$ cat src/rtl/sb_pkg.sv
// Shared types for the store queue.
// Assumes nothing beyond IEEE 1800-2017 packages.
package sb_pkg;
    // Outcome of the dependence check for one load.
    typedef enum logic [1:0] {
        LD_NONE   = 2'd0,
        LD_STALL  = 2'd1,
        LD_FWD    = 2'd2,
        LD_BYPASS = 2'd3
    } ld_res_e;
endpackage

$ cat src/rtl/sb_ptr_ctrl.sv
// Head, commit and tail pointers of the circular store queue.
// Pointers carry one extra wrap bit so that full and empty differ.
// Assumes DEPTH is a power of two, at least 2.
module sb_ptr_ctrl #(
    parameter int DEPTH = 4,
    localparam int PTR_W = $clog2(DEPTH),
    localparam int PW = PTR_W + 1
) (
    input  logic          clk,
    input  logic          rst_n,
    input  logic          alloc_i,
    input  logic          commit_i,
    input  logic          flush_i,
    input  logic          ack_i,
    output logic [PW-1:0] head_o,
    output logic [PW-1:0] tail_o,
    output logic          full_o,
    output logic          alloc_ok_o,
    output logic          req_o
);
    logic [PW-1:0] head_q, cmt_q, tail_q;
    logic [PW-1:0] cmt_n;
    logic          commit_ok;

    // Derive occupancy and the accepted events of this cycle.
    always_comb begin
        full_o     = (tail_q - head_q) == PW'(DEPTH);
        req_o      = head_q != cmt_q;
        alloc_ok_o = alloc_i && !full_o && !flush_i;
        commit_ok  = commit_i && (cmt_q != tail_q);
        cmt_n      = cmt_q + PW'(commit_ok);
    end

    // Advance pointers; a flush pulls the tail back to the commit point.
    always_ff @(posedge clk) begin
        if (!rst_n) begin
            head_q <= '0;
            cmt_q  <= '0;
            tail_q <= '0;
        end else begin
            head_q <= head_q + PW'(ack_i && req_o);
            cmt_q  <= cmt_n;
            if (flush_i) tail_q <= cmt_n;
            else         tail_q <= tail_q + PW'(alloc_ok_o);
        end
    end

    assign head_o = head_q;
    assign tail_o = tail_q;
endmodule

$ cat src/rtl/sb_entry_store.sv
// Per-entry address, data and their valid flags.
// Allocation clears both flags. The address and data ports then fill them by id.
// Assumes a write targets a live entry and does not hit the entry being allocated that cycle.
module sb_entry_store #(
    parameter int DEPTH = 4,
    parameter int ADDR_W = 32,
    parameter int DATA_W = 32,
    localparam int PTR_W = $clog2(DEPTH)
) (
    input  logic                          clk,
    input  logic                          rst_n,
    input  logic                          alloc_i,
    input  logic [PTR_W-1:0]              alloc_id_i,
    input  logic                          addr_we_i,
    input  logic [PTR_W-1:0]              addr_id_i,
    input  logic [ADDR_W-1:0]             addr_i,
    input  logic                          data_we_i,
    input  logic [PTR_W-1:0]              data_id_i,
    input  logic [DATA_W-1:0]             data_i,
    output logic [DEPTH-1:0][ADDR_W-1:0]  addr_o,
    output logic [DEPTH-1:0]              addr_v_o,
    output logic [DEPTH-1:0][DATA_W-1:0]  data_o,
    output logic [DEPTH-1:0]              data_v_o
);
    for (genvar g = 0; g < DEPTH; g++) begin : g_ent
        // Track the flags and payload of entry g.
        always_ff @(posedge clk) begin
            if (!rst_n) begin
                addr_v_o[g] <= 1'b0;
                data_v_o[g] <= 1'b0;
                addr_o[g]   <= '0;
                data_o[g]   <= '0;
            end else begin
                if (alloc_i && alloc_id_i == PTR_W'(g)) begin
                    addr_v_o[g] <= 1'b0;
                    data_v_o[g] <= 1'b0;
                end
                if (addr_we_i && addr_id_i == PTR_W'(g)) begin
                    addr_v_o[g] <= 1'b1;
                    addr_o[g]   <= addr_i;
                end
                if (data_we_i && data_id_i == PTR_W'(g)) begin
                    data_v_o[g] <= 1'b1;
                    data_o[g]   <= data_i;
                end
            end
        end
    end
endmodule

$ cat src/rtl/sb_load_search.sv
// Combinational dependence check of one load against the older live stores.
// Walks from the oldest entry towards the tag, so the last hit is the youngest.
// Assumes the tag lies between head and tail.
module sb_load_search #(
    parameter int DEPTH = 4,
    parameter int ADDR_W = 32,
    parameter int DATA_W = 32,
    localparam int PTR_W = $clog2(DEPTH),
    localparam int PW = PTR_W + 1
) (
    input  logic [PW-1:0]                 head_i,
    input  logic [PW-1:0]                 tail_i,
    input  logic [PW-1:0]                 tag_i,
    input  logic [ADDR_W-1:0]             ld_addr_i,
    input  logic [DEPTH-1:0][ADDR_W-1:0]  addr_i,
    input  logic [DEPTH-1:0]              addr_v_i,
    input  logic [DEPTH-1:0][DATA_W-1:0]  data_i,
    input  logic [DEPTH-1:0]              data_v_i,
    output sb_pkg::ld_res_e               res_o,
    output logic [DATA_W-1:0]             fwd_data_o
);
    logic [PW-1:0]    off_tag, live;
    logic [PTR_W-1:0] idx;
    logic             unknown, hit, hit_rdy;

    // Scan older entries, remember unknown addresses and the youngest match.
    always_comb begin
        off_tag    = tag_i - head_i;
        live       = tail_i - head_i;
        unknown    = 1'b0;
        hit        = 1'b0;
        hit_rdy    = 1'b0;
        fwd_data_o = '0;
        idx        = '0;
        for (int i = 0; i < DEPTH; i++) begin
            idx = head_i[PTR_W-1:0] + PTR_W'(i);
            if (PW'(i) < off_tag && PW'(i) < live) begin
                if (!addr_v_i[idx]) begin
                    unknown = 1'b1;
                end else if (addr_i[idx] == ld_addr_i) begin
                    hit        = 1'b1;
                    hit_rdy    = data_v_i[idx];
                    fwd_data_o = data_i[idx];
                end
            end
        end
        if (unknown || (hit && !hit_rdy)) res_o = sb_pkg::LD_STALL;
        else if (hit)                     res_o = sb_pkg::LD_FWD;
        else                              res_o = sb_pkg::LD_BYPASS;
    end
endmodule

$ cat src/rtl/store_load_buffer.sv
// In-order store queue in front of one cache write port, with load forwarding.
// Stores drain oldest first after commit and are freed only on write acknowledge.
// Assumes DEPTH is a power of two and at most one allocation, commit and write per port each cycle.
module store_load_buffer #(
    parameter int DEPTH = 4,
    parameter int ADDR_W = 32,
    parameter int DATA_W = 32,
    localparam int PTR_W = $clog2(DEPTH),
    localparam int PW = PTR_W + 1
) (
    input  logic              clk,
    input  logic              rst_n,
    input  logic              st_alloc_i,
    output logic              st_full_o,
    output logic [PTR_W-1:0]  st_alloc_id_o,
    input  logic              st_addr_we_i,
    input  logic [PTR_W-1:0]  st_addr_id_i,
    input  logic [ADDR_W-1:0] st_addr_i,
    input  logic              st_data_we_i,
    input  logic [PTR_W-1:0]  st_data_id_i,
    input  logic [DATA_W-1:0] st_data_i,
    input  logic              st_commit_i,
    input  logic              flush_i,
    input  logic              ld_valid_i,
    input  logic [PW-1:0]     ld_tag_i,
    input  logic [ADDR_W-1:0] ld_addr_i,
    output logic              ld_stall_o,
    output logic              ld_fwd_o,
    output logic [DATA_W-1:0] ld_fwd_data_o,
    output logic              ld_bypass_o,
    output logic              cw_req_o,
    output logic [ADDR_W-1:0] cw_addr_o,
    output logic [DATA_W-1:0] cw_data_o,
    input  logic              cw_ack_i
);
    logic [PW-1:0]                head, tail;
    logic                         alloc_ok;
    logic [DEPTH-1:0][ADDR_W-1:0] e_addr;
    logic [DEPTH-1:0][DATA_W-1:0] e_data;
    logic [DEPTH-1:0]             e_av, e_dv;
    sb_pkg::ld_res_e              res;

    sb_ptr_ctrl #(.DEPTH(DEPTH)) i_ptr (
        .clk(clk), .rst_n(rst_n), .alloc_i(st_alloc_i), .commit_i(st_commit_i),
        .flush_i(flush_i), .ack_i(cw_ack_i), .head_o(head), .tail_o(tail),
        .full_o(st_full_o), .alloc_ok_o(alloc_ok), .req_o(cw_req_o)
    );

    sb_entry_store #(.DEPTH(DEPTH), .ADDR_W(ADDR_W), .DATA_W(DATA_W)) i_ent (
        .clk(clk), .rst_n(rst_n), .alloc_i(alloc_ok), .alloc_id_i(tail[PTR_W-1:0]),
        .addr_we_i(st_addr_we_i), .addr_id_i(st_addr_id_i), .addr_i(st_addr_i),
        .data_we_i(st_data_we_i), .data_id_i(st_data_id_i), .data_i(st_data_i),
        .addr_o(e_addr), .addr_v_o(e_av), .data_o(e_data), .data_v_o(e_dv)
    );

    sb_load_search #(.DEPTH(DEPTH), .ADDR_W(ADDR_W), .DATA_W(DATA_W)) i_srch (
        .head_i(head), .tail_i(tail), .tag_i(ld_tag_i), .ld_addr_i(ld_addr_i),
        .addr_i(e_addr), .addr_v_i(e_av), .data_i(e_data), .data_v_i(e_dv),
        .res_o(res), .fwd_data_o(ld_fwd_data_o)
    );

    // Qualify the load result and present the oldest entry to the cache port.
    always_comb begin
        st_alloc_id_o = tail[PTR_W-1:0];
        ld_stall_o    = ld_valid_i && (res == sb_pkg::LD_STALL);
        ld_fwd_o      = ld_valid_i && (res == sb_pkg::LD_FWD);
        ld_bypass_o   = ld_valid_i && (res == sb_pkg::LD_BYPASS);
        cw_addr_o     = e_addr[head[PTR_W-1:0]];
        cw_data_o     = e_data[head[PTR_W-1:0]];
    end
endmodule

$ cat config.mk
export PLATFORM = sky130hd
export DESIGN_NAME = store_load_buffer
export DESIGN_NICKNAME = d
export VERILOG_FILES = /design/src/rtl/sb_pkg.sv /design/src/rtl/sb_ptr_ctrl.sv /design/src/rtl/sb_entry_store.sv /design/src/rtl/sb_load_search.sv /design/src/rtl/store_load_buffer.sv
export SDC_FILE = /design/constraint.sdc
export NUM_CORES = 1
export LEC_CHECK = 0
export ABC_AREA = 1
export BUFFER_PORTS_ARGS = -buffer_cell sky130_fd_sc_hd__buf_4
export CORE_ASPECT_RATIO = 1.1
export CORE_MARGIN = 2
export CORE_UTILIZATION = 35
export DETAILED_ROUTE_END_ITERATION = 7
export PLACE_DENSITY_LB_ADDON = 0.12
export SYNTH_ARGS = -nofsm -noshare
export SYNTH_HDL_FRONTEND = slang
export SYNTH_SLANG_ARGS = --single-unit
$ cat constraint.sdc
create_clock -name clk -period 3.4 [get_ports clk]
set_input_delay 0.34 -clock clk [delete_from_list [all_inputs] [get_ports clk]]
set_output_delay 0.34 -clock clk [all_outputs]
set_load 0.005 [all_outputs]
# After elaboration in Yosys (flattened, before gate mapping)
# Cells that the tools add are included.
[word_totals] register_bits=273 input_bits=112 output_inout_bits=103 elab_cells=188
[op_classes] addsub=8 n_lt_le_gt_ge=12 eq_ne=19 mux=91 n_reduce_logical=39
[ops] operator="2-to-1 mux 32 bit" n=20
[ops] operator="binary-select mux 32 bit (select 2 bit)" n=8
[ops] operator="== test 32 bit" n=4
[ops] operator="2-to-1 mux 1 bit" n=53
[ops] operator="logical AND 1 bit" n=24
[ops] operator="binary-select mux 1 bit (select 2 bit)" n=8
[ops] operator="== test 2 bit, second input constant" n=8
[ops] operator="nonzero test 2 bit" n=8
[ops] operator="less-than comparator 1 x 3 -> 1 bit, first input constant" n=4
[ops] operator="less-than comparator 2 x 3 -> 1 bit, first input constant" n=4
[ops] operator="less-than comparator 2 x 3 -> 1 bit, second input constant" n=4
[ops] operator="adder 3 x 1 -> 3 bit" n=3
[ops] operator="== test 2 x 1 -> 1 bit, second input constant" n=4
[ops] operator="logical NOT 2 bit" n=3
[ops] operator="!= test 3 bit" n=2
[ops] operator="subtractor 3 bit" n=2
[ops] operator="adder 2 bit, second input constant" n=2
[ops] operator="== test 3 bit, second input constant" n=1
[ops] operator="logical NOT 1 bit" n=3
[ops] operator="2-to-1 mux 3 bit" n=1
[ops] operator="adder 2 x 1 -> 2 bit, second input constant" n=1
[ops] operator="2-to-1 mux 2 bit" n=1
[ops] operator="logical OR 1 bit" n=1

# Depth between registers and ports, before layout
[logic_depth] ltp_word=21 ltp_mapped=22 depth_no_buf=20

# Modules after synthesis
# Synthesis repeated with hierarchy kept, for this count alone.
[hier_totals] cells_unflattened=4329 hier_area_um2=23691.5
[modules_own_cells] mod="sb_load_search" n_inst=1 cells_each=2293 area_per_inst_um2=10213.5 seq_area_each_um2=0.0
[modules_own_cells] mod="sb_entry_store" n_inst=1 cells_each=1199 area_per_inst_um2=9845.7 seq_area_each_um2=5285.1
[modules_own_cells] mod="store_load_buffer" n_inst=1 cells_each=753 area_per_inst_um2=3046.7 seq_area_each_um2=0.0
[modules_own_cells] mod="sb_ptr_ctrl" n_inst=1 cells_each=84 area_per_inst_um2=585.6 seq_area_each_um2=180.2

# Worst setup path after synthesis
# No wires, ideal clock.
[synth_timing] path_kind="register to output" start="reg i_ptr.head_q[1], in the netlist i_ptr.head_o[1]" end="out ld_fwd_data_o[10]" t_arrival_ps=2975 t_required_ps=3060 slack_ps=85 stages_incl_launch_ff=22 n_path_buf=5 path_cell_list="dfxtp_1 -> inv_2 -> buf_2 -> buf_4 -> buf_2 -> buf_1 -> fa_1 -> xnor2_1 -> nand2_1 -> nand2_1 -> nand2_1 -> nor2_1 -> nand2_1 -> nor2_1 -> nand2_1 -> nor2_1 -> nand3_2 -> nand2_2 -> inv_2 -> buf_6 -> nor2_1 -> o22ai_1"
[synth_via] elab_chain_cells=15 elab_cells_between_ends=57 cone_classes="add/sub: 5; order compare: 8; eq/ne: 4; mux: 36; reduce/logical: 4"
[synth_rtl] element="from (decl)" line_no="sb_ptr_ctrl.sv:21" rtl="logic [PW-1:0] head_q, cmt_q, tail_q;"
[synth_rtl] element="from (signal assigned)" line_no="sb_ptr_ctrl.sv:41" rtl="head_q <= head_q + PW'(ack_i && req_o);"
[synth_rtl] element="binary-select mux 32 bit (select 2 bit)" line_no="sb_load_search.sv:40" rtl="end else if (addr_i[idx] == ld_addr_i) begin"
[synth_rtl] element="2-to-1 mux 32 bit (not written as such)" line_no="sb_load_search.sv:40"
[synth_rtl] element="== test 32 bit" line_no="sb_load_search.sv:40"
[synth_rtl] element="2-to-1 mux 32 bit" line_no="sb_load_search.sv:40"
[synth_rtl] element="2-to-1 mux 32 bit" line_no="sb_load_search.sv:38" rtl="if (!addr_v_i[idx]) begin"
[synth_rtl] element="2-to-1 mux 32 bit" line_no="sb_load_search.sv:37" rtl="if (PW'(i) < off_tag && PW'(i) < live) begin"
[synth_rtl] element="2-to-1 mux 32 bit" line_no="sb_load_search.sv:40"
[synth_rtl] element="2-to-1 mux 32 bit" line_no="sb_load_search.sv:38"
[synth_rtl] element="2-to-1 mux 32 bit" line_no="sb_load_search.sv:37"
[synth_rtl] element="2-to-1 mux 32 bit" line_no="sb_load_search.sv:40"
[synth_rtl] element="2-to-1 mux 32 bit" line_no="sb_load_search.sv:38"
[synth_rtl] element="2-to-1 mux 32 bit" line_no="sb_load_search.sv:37"
[synth_rtl] element="2-to-1 mux 32 bit" line_no="sb_load_search.sv:40"
[synth_rtl] element="2-to-1 mux 32 bit" line_no="sb_load_search.sv:38"
[synth_rtl] element="2-to-1 mux 32 bit (*)" line_no="sb_load_search.sv:37"
[synth_rtl] element="to (decl)" line_no="store_load_buffer.sv:29" rtl="output logic [DATA_W-1:0] ld_fwd_data_o,"
# Every way passes the cells marked *; elsewhere a longest branch is shown, timed or not. The select of a mux whose other input is x is not followed.

# Worst setup path after layout
[layout_timing] start="reg i_ptr.head_q[0], in the netlist i_ptr.head_o[0]" end="out ld_fwd_data_o[13]"
# The elaborated chain is that of the path after synthesis.

==> results.json <==
{
  "dieWidth_um": 226.7,
  "drcViolationCount": 0,
  "via_count": 22558,
  "area_growth_pct": 28.45,
  "drv_cap": 0,
  "track_usage_pct": 27.61,
  "rsz0062_at_grt": "true",
  "start_kind": "flop",
  "yosysWarnings": 0,
  "pin_count": 215,
  "avgSynthCellArea_um2": 5.713,
  "rows": 89,
  "ys_ff_latch": 273,
  "detail-route-antenna-nets": 0,
  "status": "finished with violations",
  "crit_arrival_ns": 3.48,
  "dr.pass1.iters": 5,
  "port_buffers": 214,
  "min_to": "i_ent.data_o[92]",
  "dp_hpwl_mm": 56.19,
  "grt-busiest-layer": "met2",
  "synth_edf_count": 0,
  "fp.dieH_um": 249.0,
  "place.gp.congestion": 0.9384,
  "grt_pass1_wl_mm": 121.4,
  "cellPowerDensity_nw_per_um2": 641.9,
  "synth-seq-area-share_pct": 28.62,
  "vias_per_cell": 5.194,
  "final-setup-viol-count": 35,
  "netlist_area_um2": 19090,
  "power_leakage_nw": 11.00,
  "ys_async_sr_fraction_pct": 0,
  "rrSetupSlack_ns": 0.71,
  "nets": 3709,
  "slew_headroom_pct": 44.01,
  "routedWlPerCell_um": 18.55,
  "reg2regPathDepth": 14,
  "drt_iter0_drc": 1595,
  "wl_mm": 80.58,
  "synth_cell_type_count": 37,
  "synth_flop_cell": "dfxtp_1",
  "path_max_fanout": 14,
  "worst_skew_pair.late_latency_ns": 0.57,
  "clk_transition_reported_paths_ns": 0.06,
  "cts_root_buf": "clkbuf_16",
  "irDropWorstVdd_mv": 0.3792,
  "hold_path.class": "in -> reg",
  "crit_type": "reg -> out",
  "min_from": "st_data_i[28]",
  "max-clock-path-buffers": 3,
  "required_ns": 3.06,
  "placedInstanceArea_um2": 22260,
  "use_met3_pct": 3.987,
  "antenna_found_initial": 0,
  "finalCritPeriodShare_pct": 112.4,
  "grt.met1_usage_pct": 35.47,
  "r2r_end": "i_ptr.tail_o[2]",
  "synthCells": 3342,
  "synth_nets": 3464,
  "max_freq_mhz": 261.6,
  "final_cell_area_um2": 24520,
  "end_kind": "primary output",
  "cts_tree": "yes",
  "hold_violations": 0,
  "grt_pass1_vias": 20890,
  "final_max_slew_viol_count": 0,
  "use_met2_pct": 45.85,
  "grt_max_degree": 134,
  "initial_core_util_pct": 35.50,
  "fin_ws_ns": -0.4221,
  "die_area_um2": 56440,
  "period_needed_ns": 3.822,
  "whs_path_depth": 3,
  "cts_sinks": 273,
  "worst_clock_skew_ns": 0.01898,
  "rr_startpoint": "i_ptr.head_o[0]",
  "worst_pin_slew_ns": 0.8389,
  "htreeDepth": 2,
  "numCtsBuffers": 37,
  "fp.coreArea_um2": 53790,
  "grt-ovfl-total": 0,
  "drive_above_1_share_pct": 16.97,
  "setup_tns_ns": -13.45,
  "violations": "negative setup slack"
}
flip-flops by register name (all words and copies together), names as in the netlist:
register,count
i_ptr.cmt_q,3
i_ptr.head_o,3
i_ent.data_v_o,4
i_ent.addr_v_o,4
i_ent.addr_o,128
i_ptr.tail_o,3
i_ent.data_o,128
power by group:
part	internal (W)	total, W	switching, W	leakage (nW)
Combinational	0.00309	0.00821	0.00512	8.16
Sequential	0.00338	0.00350	0.000119	2.24
Clock	0.00240	0.00403	0.00162	0.604
kinds of logic after synthesis:
kind of cell / after synthesis / share of synthesized area (%)
and+or+nand+nor: 1649 / 34.18
AOI/OAI and AO/OA: 865 / 23.24
buffers and inverters: 508 / 11.49
DFF: 273 / 28.62
xor gates and xnor gates: 32 / 1.468
adders and majority gates: 10 / 0.7340
muxes: 5 / 0.2621
what timing repair did:
action | CTS | global route
hold endpoints to repair | 6 | 0
hold buffers | 6 | 0
resized for setup | 109 | 84
gates cloned | 4 | 5
setup endpoints to repair | 35 | 36
buffers inserted | 9 | 5
pin swaps | 22 | 30
worst max-delay path, cell delays in order, from the launching register on:
cell,delay (ns)
dfxtp_4,0.42
buf_6,0.12
ha_4,0.11
inv_2,0.03
fa_2,0.36
xnor2_1,0.14
nand2_1,0.08
buf_4,0.13
nand2_2,0.06
nand2_2,0.05
nor2_1,0.10
nand2_1,0.07
nor2_1,0.09
nand2_1,0.07
nor2_2,0.16
nand3_4,0.19
nand2_4,0.15
inv_6,0.06
buf_12,0.15
nor2_2,0.12
o22ai_2,0.08
buf_4,0.15
worst max-delay path by stage:
stage,cells after the start,from,end,slack [ns]
2_1_floorplan,21,i_ptr.head_o[1],ld_fwd_data_o[10],0.08
5_1_grt,21,i_ptr.head_o[0],ld_fwd_data_o[13],-0.61
6_report,21,i_ptr.head_o[0],ld_fwd_data_o[13],-0.42
4_1_cts,21,i_ptr.head_o[0],ld_stall_o,-0.48
3_3_place_gp,20,i_ptr.head_o[0],ld_fwd_data_o[3],-0.23
3_5_place_dp,19,i_ptr.head_o[0],ld_fwd_data_o[30],-0.19
placed cells by master (no fill, tap or decap), types with 9 or more instances in the layout:
| cell type | netlist | routed |
|---|---|---|
| nand2_1 | 1030 | 1006 |
| nor2_1 | 380 | 330 |
| inv_1 | 280 | 273 |
| buf_6 | 21 | 16 |
| nor2_4 | 0 | 15 |
| clkbuf_8 | 0 | 11 |
| o211ai_1 | 19 | 19 |
| nand4_1 | 11 | 11 |
| buf_12 | 0 | 28 |
| dfxtp_1 | 273 | 271 |
| xnor2_1 | 10 | 10 |
| buf_4 | 22 | 360 |
| nand3_2 | 1 | 9 |
| clkbuf_16 | 0 | 40 |
| o22ai_1 | 27 | 20 |
| nand3_1 | 210 | 200 |
| a21oi_1 | 188 | 185 |
| nand2_2 | 4 | 21 |
| o21ai_2 | 3 | 10 |
| o21ai_0 | 583 | 574 |
| xor2_1 | 22 | 21 |
| clkbuf_1 | 133 | 9 |
| o21ai_1 | 38 | 40 |
| nor2_2 | 1 | 36 |
routing by layer:
| layer | vias to the layer above | routed length [µm] |
|---|---|---|
| met5 | - | 0 |
| met4 | 0 | 3958 |
| met3 | 160 | 4629 |
| met2 | 724 | 37150 |
| met1 | 10400 | 34840 |
| li1 | 11274 | - |
cell type report:
| cell class | instances | area, µm² |
|---|---|---|
| Clock buffer | 57 | 1111 |
| Fill cell | 5693 | 29260 |
| Sequential cell | 273 | 5473 |
| Antenna cell | 2 | 5.005 |
| Timing Repair Buffer | 425 | 3844 |
| Tap cell | 728 | 910.9 |
| Clock inverter | 8 | 116.4 |
| Multi-Input combinational cell | 2561 | 11950 |
| Inverter | 289 | 1112 |
Yosys cell counts (10+ instances only):
| cell type | n | share of area, % |
|---|---|---|
| o21ai_1 | 38 | 1.0 |
| o22ai_1 | 27 | 0.88 |
| nand3_1 | 210 | 5.5 |
| buf_4 | 22 | 0.87 |
| buf_6 | 21 | 1.2 |
| inv_1 | 280 | 5.5 |
| buf_2 | 35 | 0.92 |
| clkbuf_1 | 133 | 2.6 |
| nand4_1 | 11 | 0.36 |
| nor2_1 | 380 | 7.5 |
| dfxtp_1 | 273 | 29 |
| xor2_1 | 22 | 1.0 |
| a21oi_1 | 188 | 4.9 |
| xnor2_1 | 10 | 0.46 |
| nand2_1 | 1030 | 20 |
| o211ai_1 | 19 | 0.75 |
| o21ai_0 | 583 | 15 |
stage by stage:
step	total power, W	setup slack, ns	util [%]	instances	hold slack [ns]
after global routing	0.01678	-0.6132	45.59	4341	0.01877
final	0.01574	-0.4221	45.60	4343	0.02384
after detailed placement	0.01120	-0.1877	41.38	4247	0.4587
after global placement	0.01114	-0.2261	41.38	4247	0.4497
after floorplan	0.008188	0.08469	-	3342	0.4300
after CTS	0.01566	-0.4805	44.80	4331	0.0005315
(Power assumes the default switching activity.)
